<file path="config.mk">
export PLATFORM = sky130hd
export DESIGN_NAME = bws_word_finder
export DESIGN_NICKNAME = d
export VERILOG_FILES = /design/src/rtl/bws_pkg.sv /design/src/rtl/bws_slice_cmp.sv /design/src/rtl/bws_prio_enc.sv /design/src/rtl/bws_word_finder.sv
export SDC_FILE = /design/constraint.sdc
export NUM_CORES = 1
export LEC_CHECK = 0
export BUFFER_PORTS_ARGS = -buffer_cell sky130_fd_sc_hd__buf_2
export CAP_MARGIN = 30
export CORE_ASPECT_RATIO = 0.9
export CORE_MARGIN = 4
export CORE_UTILIZATION = 45
export DETAILED_ROUTE_END_ITERATION = 10
export GPL_TIMING_DRIVEN = 1
export HOLD_SLACK_MARGIN = 0.05
export PLACE_DENSITY = 0.65
export SLEW_MARGIN = 30
export SYNTH_ARGS = -nofsm -noshare
export SYNTH_HDL_FRONTEND = slang
export SYNTH_SLANG_ARGS = --single-unit
</file>
<file path="constraint.sdc">
create_clock -name clk -period 5.9 [get_ports clk]
set_clock_uncertainty 0.05 [all_clocks]
set_input_delay 0.59 -clock clk [delete_from_list [all_inputs] [get_ports clk]]
set_output_delay 0.59 -clock clk [all_outputs]
set_load 0.05 [all_outputs]
</file>
<file path="src/rtl/bws_pkg.sv">
package bws_pkg;

    // Default geometry of the detector
    localparam int BWS_PAT_W  = 16;
    localparam int BWS_LANE_W = 8;
    localparam int BWS_POS_W  = 32;

    // Number of whole bytes of history needed before a full pattern fits
    function automatic int bws_fill_need(input int pat_w, input int lane_w);
        return (pat_w + lane_w - 1) / lane_w;
    endfunction

endpackage

</file>
<file path="src/rtl/bws_slice_cmp.sv">
// Compares every lane-offset slice of the window against the pattern
module bws_slice_cmp #(
    parameter int PAT_W  = 16,
    parameter int LANE_W = 8
) (
    input  logic [PAT_W+LANE_W-1:0] win_i,
    input  logic [PAT_W-1:0]        pat_i,
    output logic [LANE_W-1:0]       match_o
);
    localparam int NOFS = LANE_W;

    for (genvar j = 0; j < NOFS; j++) begin : g_slice
        assign match_o[j] = (win_i[j +: PAT_W] == pat_i);
    end

endmodule

</file>
<file path="src/rtl/bws_prio_enc.sv">
// Lowest-set-bit priority encoder
module bws_prio_enc #(
    parameter int N = 8
) (
    input  logic [N-1:0]                 req_i,
    output logic                         any_o,
    output logic [$clog2(N)-1:0]         idx_o
);
    localparam int IDX_W = $clog2(N);

    always_comb begin
        any_o = |req_i;
        idx_o = '0;
        for (int j = N - 1; j >= 0; j--) begin
            if (req_i[j]) begin
                idx_o = IDX_W'(j);
            end
        end
    end

endmodule

</file>
<file path="src/rtl/bws_word_finder.sv">
module bws_word_finder
    import bws_pkg::*;
#(
    parameter int PAT_W  = BWS_PAT_W,
    parameter int LANE_W = BWS_LANE_W,
    parameter int POS_W  = BWS_POS_W
) (
    input  logic              clk,
    input  logic              rst_n,
    input  logic              clr_i,
    input  logic              pat_we_i,
    input  logic [PAT_W-1:0]  pat_i,
    input  logic              byte_vld_i,
    input  logic [LANE_W-1:0] byte_i,
    output logic              hit_o,
    output logic [POS_W-1:0]  hit_pos_o,
    output logic [POS_W-1:0]  cand_base_o,
    output logic [LANE_W-1:0] cand_hits_o,
    output logic              first_vld_o,
    output logic [POS_W-1:0]  first_pos_o
);
    localparam int WIN_W     = PAT_W + LANE_W;
    localparam int NOFS      = LANE_W;
    localparam int OFS_W     = $clog2(NOFS);
    localparam int FILL_NEED = bws_fill_need(PAT_W, LANE_W);
    localparam int FILL_W    = $clog2(FILL_NEED + 1);
    localparam int HIST_W    = FILL_NEED * LANE_W;

    typedef struct packed {
        logic [PAT_W-1:0]  pat;
        logic [HIST_W-1:0] hist;
        logic [FILL_W-1:0] fill;
        logic [POS_W-1:0]  base;
        logic              hit;
        logic [POS_W-1:0]  hit_pos;
        logic [NOFS-1:0]   cand_hits;
        logic [POS_W-1:0]  cand_base;
        logic              first_vld;
        logic [POS_W-1:0]  first_pos;
    } bws_state_t;

    bws_state_t st_d, st_q;

    logic [WIN_W-1:0] win;
    logic [NOFS-1:0]  slice_match;
    logic             slice_any;
    logic [OFS_W-1:0] slice_idx;
    logic             armed;
    logic             restart;

    // Window: newest byte on top, older history below (LSB is earliest bit)
    assign win = WIN_W'({byte_i, st_q.hist});

    bws_slice_cmp #(
        .PAT_W  (PAT_W),
        .LANE_W (LANE_W)
    ) cmp_i (
        .win_i   (win),
        .pat_i   (st_q.pat),
        .match_o (slice_match)
    );

    bws_prio_enc #(
        .N (NOFS)
    ) enc_i (
        .req_i (slice_match),
        .any_o (slice_any),
        .idx_o (slice_idx)
    );

    assign armed   = (st_q.fill == FILL_W'(FILL_NEED));
    assign restart = clr_i | pat_we_i;

    always_comb begin
        st_d     = st_q;
        st_d.hit = 1'b0;
        if (restart) begin
            st_d.hist      = '0;
            st_d.fill      = '0;
            st_d.base      = '0;
            st_d.hit_pos   = '0;
            st_d.cand_hits = '0;
            st_d.cand_base = '0;
            st_d.first_vld = 1'b0;
            st_d.first_pos = '0;
            if (pat_we_i) begin
                st_d.pat = pat_i;
            end
        end else if (byte_vld_i) begin
            st_d.hist = win[WIN_W-1 -: HIST_W];
            if (armed) begin
                st_d.cand_hits = slice_match;
                st_d.cand_base = st_q.base;
                st_d.base      = st_q.base + POS_W'(LANE_W);
                st_d.hit       = slice_any;
                if (slice_any) begin
                    st_d.hit_pos = st_q.base + POS_W'(slice_idx);
                    if (!st_q.first_vld) begin
                        st_d.first_vld = 1'b1;
                        st_d.first_pos = st_q.base + POS_W'(slice_idx);
                    end
                end
            end else begin
                st_d.fill = st_q.fill + FILL_W'(1);
            end
        end
    end

    always_ff @(posedge clk or negedge rst_n) begin
        if (!rst_n) begin
            st_q <= '0;
        end else begin
            st_q <= st_d;
        end
    end

    assign hit_o       = st_q.hit;
    assign hit_pos_o   = st_q.hit_pos;
    assign cand_base_o = st_q.cand_base;
    assign cand_hits_o = st_q.cand_hits;
    assign first_vld_o = st_q.first_vld;
    assign first_pos_o = st_q.first_pos;

endmodule

</file>
Word-level counts from Yosys, hierarchy flattened --
Index checks and enable logic that the tools add are counted.
Operators by class: add/subtract/negate cells 3, eq/ne operators 11, mux-type cells 17, bitwise logic cells 1, reductions and logical operators 9
Operators by type and width (number):
- $mux 156 | 1
- $mux 138 | 1
- $eq 16x16->1 | 8
- $mux 105 | 1
- $mux 32 | 2
- $mux 50 | 1
- $mux 33 | 1
- $add 32x3->32 | 1
- $add 32x4->32 const B | 1
- $mux 3 | 8
- $reduce_or 8->1 | 1
- $reduce_and 2->1 | 3
- $reduce_bool 2->1 | 3
- $ne 2x1->1 const B | 2
- $reduce_and 4->1 | 1
- $reduce_and 3->1 | 1
- $add 2x1->2 const B | 1
- $eq 2x2->1 const B | 1
- $mux 2 | 1
- $mux 1 | 1
- $or 1x1->1 | 1
Storage, ports and cells: flip-flop bits (word level) 172, input port bits 29, output and inout bits 106, word-level logic and storage cells 51

Depth between registers and ports, before layout --
word-level depth 15, gate-level depth with buffers 13, mapped depth without buffers 11

By module --
From an unflattened synthesis, not the netlist that was laid out.
Second synthesis, totals: cells, all modules 1034, area total of the unflattened synthesis 9586.7 um^2
By module, submodules not included:
- bws_word_finder | times used 1, cells an instance 820, area each 7790.0 um^2, seq. area each 4179.0 um^2
- bws_slice_cmp | times used 1, cells an instance 201, area each 1715.4 um^2, seq. area each 0.0 um^2
- bws_prio_enc | times used 1, cells an instance 13, area each 81.3 um^2, seq. area each 0.0 um^2

Worst setup path before layout --
Ideal clock, no wire load.
path type input port to flip-flop, from input port byte_i[0], to register st_q, in the netlist hit_pos_o[15], setup time 0.125 ns, data arrival time 2.480 ns, data required time 5.725 ns, setup slack 3.245 ns, stages on the path 9, buffers on the path 2, path through buf_4 xnor2_1 nand4_1 nor4_2 nor4_4 and2_4 o21ai_4 buf_8 mux2_4
On the way: word-level cells in the longest chain between the ends 14, elaborated cells between the ends (all ways) 23, those cells by class add/sub: 1; eq/ne: 7; mux: 12; reduce/logical: 3
Ends and longest elaborated chain:
- from (decl) | line bws_word_finder.sv:14 | input logic [LANE_W-1:0] byte_i,
- $eq 16x16->1 | line bws_slice_cmp.sv:13 | assign match_o[j] = (win_i[j +: PAT_W] == pat_i);
- $mux 3 (8 in series) | line bws_prio_enc.sv:15 | if (req_i[j]) begin
- $add 32x3->32 | line bws_word_finder.sv:97 | st_d.hit_pos = st_q.base + POS_W'(slice_idx);
- $mux 32 | line bws_word_finder.sv:96 | if (slice_any) begin
- $mux 138 | line bws_word_finder.sv:91 | if (armed) begin
- $mux 156 | line bws_word_finder.sv:89 | end else if (byte_vld_i) begin
- $mux 105 | line bws_word_finder.sv:77 | if (restart) begin
- to (signal assigned) | line bws_word_finder.sv:113 | st_q <= st_d;
- to (decl) | line bws_word_finder.sv:42 | bws_state_t st_d, st_q;
Several ways; a longest one is shown, not always the timed one. The select of a mux whose other input is x is not followed. A chain may end at the register's enable or synchronous reset.

Final worst setup path --
from register st_q[153] (netlist bit), to register st_q, in the netlist hit_pos_o[13]
On the way: word-level cells in the longest chain between the ends 14, elaborated cells between the ends (all ways) 24, those cells by class add/sub: 1; eq/ne: 8; mux: 12; reduce/logical: 3
Ends and longest elaborated chain (line):
- $eq 16x16->1 | bws_slice_cmp.sv:13
- $mux 3 (8 in series) | bws_prio_enc.sv:15
- $add 32x3->32 | bws_word_finder.sv:97
- $mux 32 | bws_word_finder.sv:96
- $mux 138 | bws_word_finder.sv:91
- $mux 156 | bws_word_finder.sv:89
- $mux 105 | bws_word_finder.sv:77
Several ways; a longest one is shown, not always the timed one. The select of a mux whose other input is x is not followed.

==> impl_metrics.toml <==
[outcome]
status = "finished, final reports clean"

[die]
die_y_um = 148
start_util_pct = 45.6
die-width_um = 164
num_rows = 51
fp.dieArea_um2 = 24300
coreArea_um2 = 21600
ioPinCount = 135

[final_layout]
syn_to_final_growth_pct = 4.77
design_area_um2 = 10300
num-nets-final = 972
antenna_cells = 0
mostFrequentLayoutCells = "dfrtp_1 (167), buf_2 (133), xor2_1 (96)"
drive_gt1_share_pct = 26.2
mostFrequentLayoutCell = "dfrtp_1"

[sta]
fin_crit_sh_pct = 56.4
slew_headroom_pct = 43.3
timing.fmax_mhz = 301
hold_viol_final = 0
fin_setup_tns_ns = 0
slew_viol_final = 0
setup_viol = 0
min_period_ns = 3.33
worstMarginPinSlew_ns = 0.850
rsz0062_at_grt = "false"

[global_route]
track_usage_pct = 19.8
grt_pass1_wl_um = 37700
antenna_found_initial = 1
grt_pass1_vias = 6431
grt_max_degree = 92
overflow = 0

[routing]
wl_um = 23900
route.detailed.drc = 0
antenna_left = 0
post_drt_wl_per_cell_um = 19.2
first_pass_iters = 5
viasPerCell = 5.33
vias = 6626
drtIter0Drc = 608

[critical_path]
cp_data_arrival_time_ns = 3.61
setup.worst_path.end_class = "flip-flop"
start_kind = "flip-flop"
rr_startpoint = "st_q[153]"
startpoint = "st_q[153]"
crit_required_ns = 6.18
cp_max_fo = 17
crit_type = "reg2reg"

[place]
placed_area_um2 = 9680
place_hpwl_um = 16100
portBuffers = 134
gp_congestion = 0.888

[clock_network]
cts_buffer_depth = 2
cts_buffers = 17
h-tree-depth = 4
cts_resized = 0
cts.sinks = 167
root_buffer = "clkbuf_16"
cts.reportedPaths.clkPinSlew_ns = 0.07
tritoncts = "done"
clk_latency_ns = 0.45
cts_setup_buffers = 0
cts_hold_buffers = 0

[synthesis]
syn-instance-count = 961
syn-cell-area_um2 = 9830
yosysWarnings = 0
synthDistinctLibCells = 52
ys_seq_area_share_pct = 42.5
async_flop_share_pct = 100
syn_nets = 993
ys_ff_latch = 167
synth.avg_cell_area_um2 = 10.2
yosysTopAreaCell = "dfrtp_1"
yosysTopAreaCellShare_pct = 42.5
synthTopCellsByArea = "dfrtp_1 (43%), buf_4 (9.8%), xor2_1 (8.6%), xnor2_1 (6.4%), mux2_4 (3.8%)"
synth_ff_type = "dfrtp_1"
synth_edf_count = 0

[pwr]
p_comb_share_pct = 7.5
peakVddDrop_mv = 0.166
leakagePower_nw = 4.81
p_int_w = 0.00182
seq_power_share_pct = 48.1
switchingPower_w = 0.000718
switching_share_pct = 28.3
power.density_nw_per_um2 = 246
p_clk_share_pct = 44.3

[run]
drv_cap = 0

[min_path]
min_path_type = "in2async"
==> stage by stage <==
| step | utilization (%) | hold WS [ns] | power (W) | worst slack [ns] | cells |
|---|---|---|---|---|---|
| floorplan | - | 0.244 | 0.00138 | 3.24 | 961 |
| global placement | 44.8 | 0.413 | 0.00143 | 2.43 | 1211 |
| detailed placement | 44.9 | 0.425 | 0.00143 | 2.52 | 1211 |
| CTS | 47.7 | 0.212 | 0.00256 | 2.60 | 1243 |
| global route | 47.8 | 0.251 | 0.00263 | 2.44 | 1244 |
| finish | 47.8 | 0.164 | 0.00254 | 2.57 | 1244 |
==> power groups by stage <==
stage	sequential, W	clock (W)	combinational (W)
6_report	0.00122	0.00112	0.000191
5_1_grt	0.00122	0.00119	0.000214
4_1_cts	0.00122	0.00114	0.000194
3_5_place_dp	0.00124	0	0.000192
3_3_place_gp	0.00124	0	0.000189
2_1_floorplan	0.00118	0	0.000200
==> final cells by class <==
| cell class | count | area [µm²] |
|---|---|---|
| Tap cell | 291 | 364 |
| Sequential cell | 167 | 4180 |
| Fill cell | 2082 | 11300 |
| Clock buffer | 17 | 425 |
| Inverter | 11 | 41.3 |
| Clock inverter | 15 | 184 |
| Timing Repair Buffer | 141 | 733 |
| Multi-Input combinational cell | 602 | 4370 |
==> cell usage after synthesis, drive strengths merged (10+ instances only) <==
master   count
o2bb2ai     14
dfrtp      167
clkbuf      29
nor4        35
mux2        49
and3        20
xnor2       72
nor2        64
mux2i       18
nand4       25
o21ai       17
nand3       19
nand2       77
inv         10
xor2        96
buf        152
a21oi       49
==> worst max-delay path: stages, from the launching register on <==
cell and delay (ns):
dfrtp_1 0.73, xor2_1 0.13, nor4_1 0.49, and4_4 0.32, nor4_4 0.05, buf_4 0.23, and2_4 0.21, o21ai_4 0.57
mux2_2 0.41
==> path summary, 6_finish.rpt <==
check,slack (ns),depth (start not counted),endpoint
worst min register to register,0.44,1,hit_pos_o[0]
worst max-delay path,2.57,8,hit_pos_o[13]
min in group clk,0.32,2,st_q[169]
max in group asynchronous,4.39,2,st_q[135]
worst min-delay path,0.16,1,hit_pos_o[6]
worst max register to register,2.57,8,hit_pos_o[13]
==> cell families after synthesis <==
group / after synthesis / share of synthesized area, %
simple gates: 270 / 14.8
buf+inv: 192 / 13.1
xor+xnor: 168 / 15.0
flops: 167 / 42.5
compound gates: 93 / 5.77
mux: 67 / 8.40
fa+ha+maj: 3 / 0.382
other cells: 1 / 0.0381
==> routing by layer <==
layer | routed length, µm | part of all wire, % | global-route usage (%)
met5 | 20 | 0.084 | 0
met4 | 412 | 1.7 | 6.00
met3 | 2040 | 8.5 | 5.65
met2 | 9980 | 42 | 26.9
met1 | 11400 | 48 | 30.5
==> registers in the layout (all words and copies together) (netlist names) <==
name / flops
st_q: 63
first_pos_o: 32
hit_pos_o: 32
cand_base_o: 30
cand_hits_o: 8
first_vld_o: 1
hit_o: 1
Note: power is estimated with default switching activity, not from simulation.
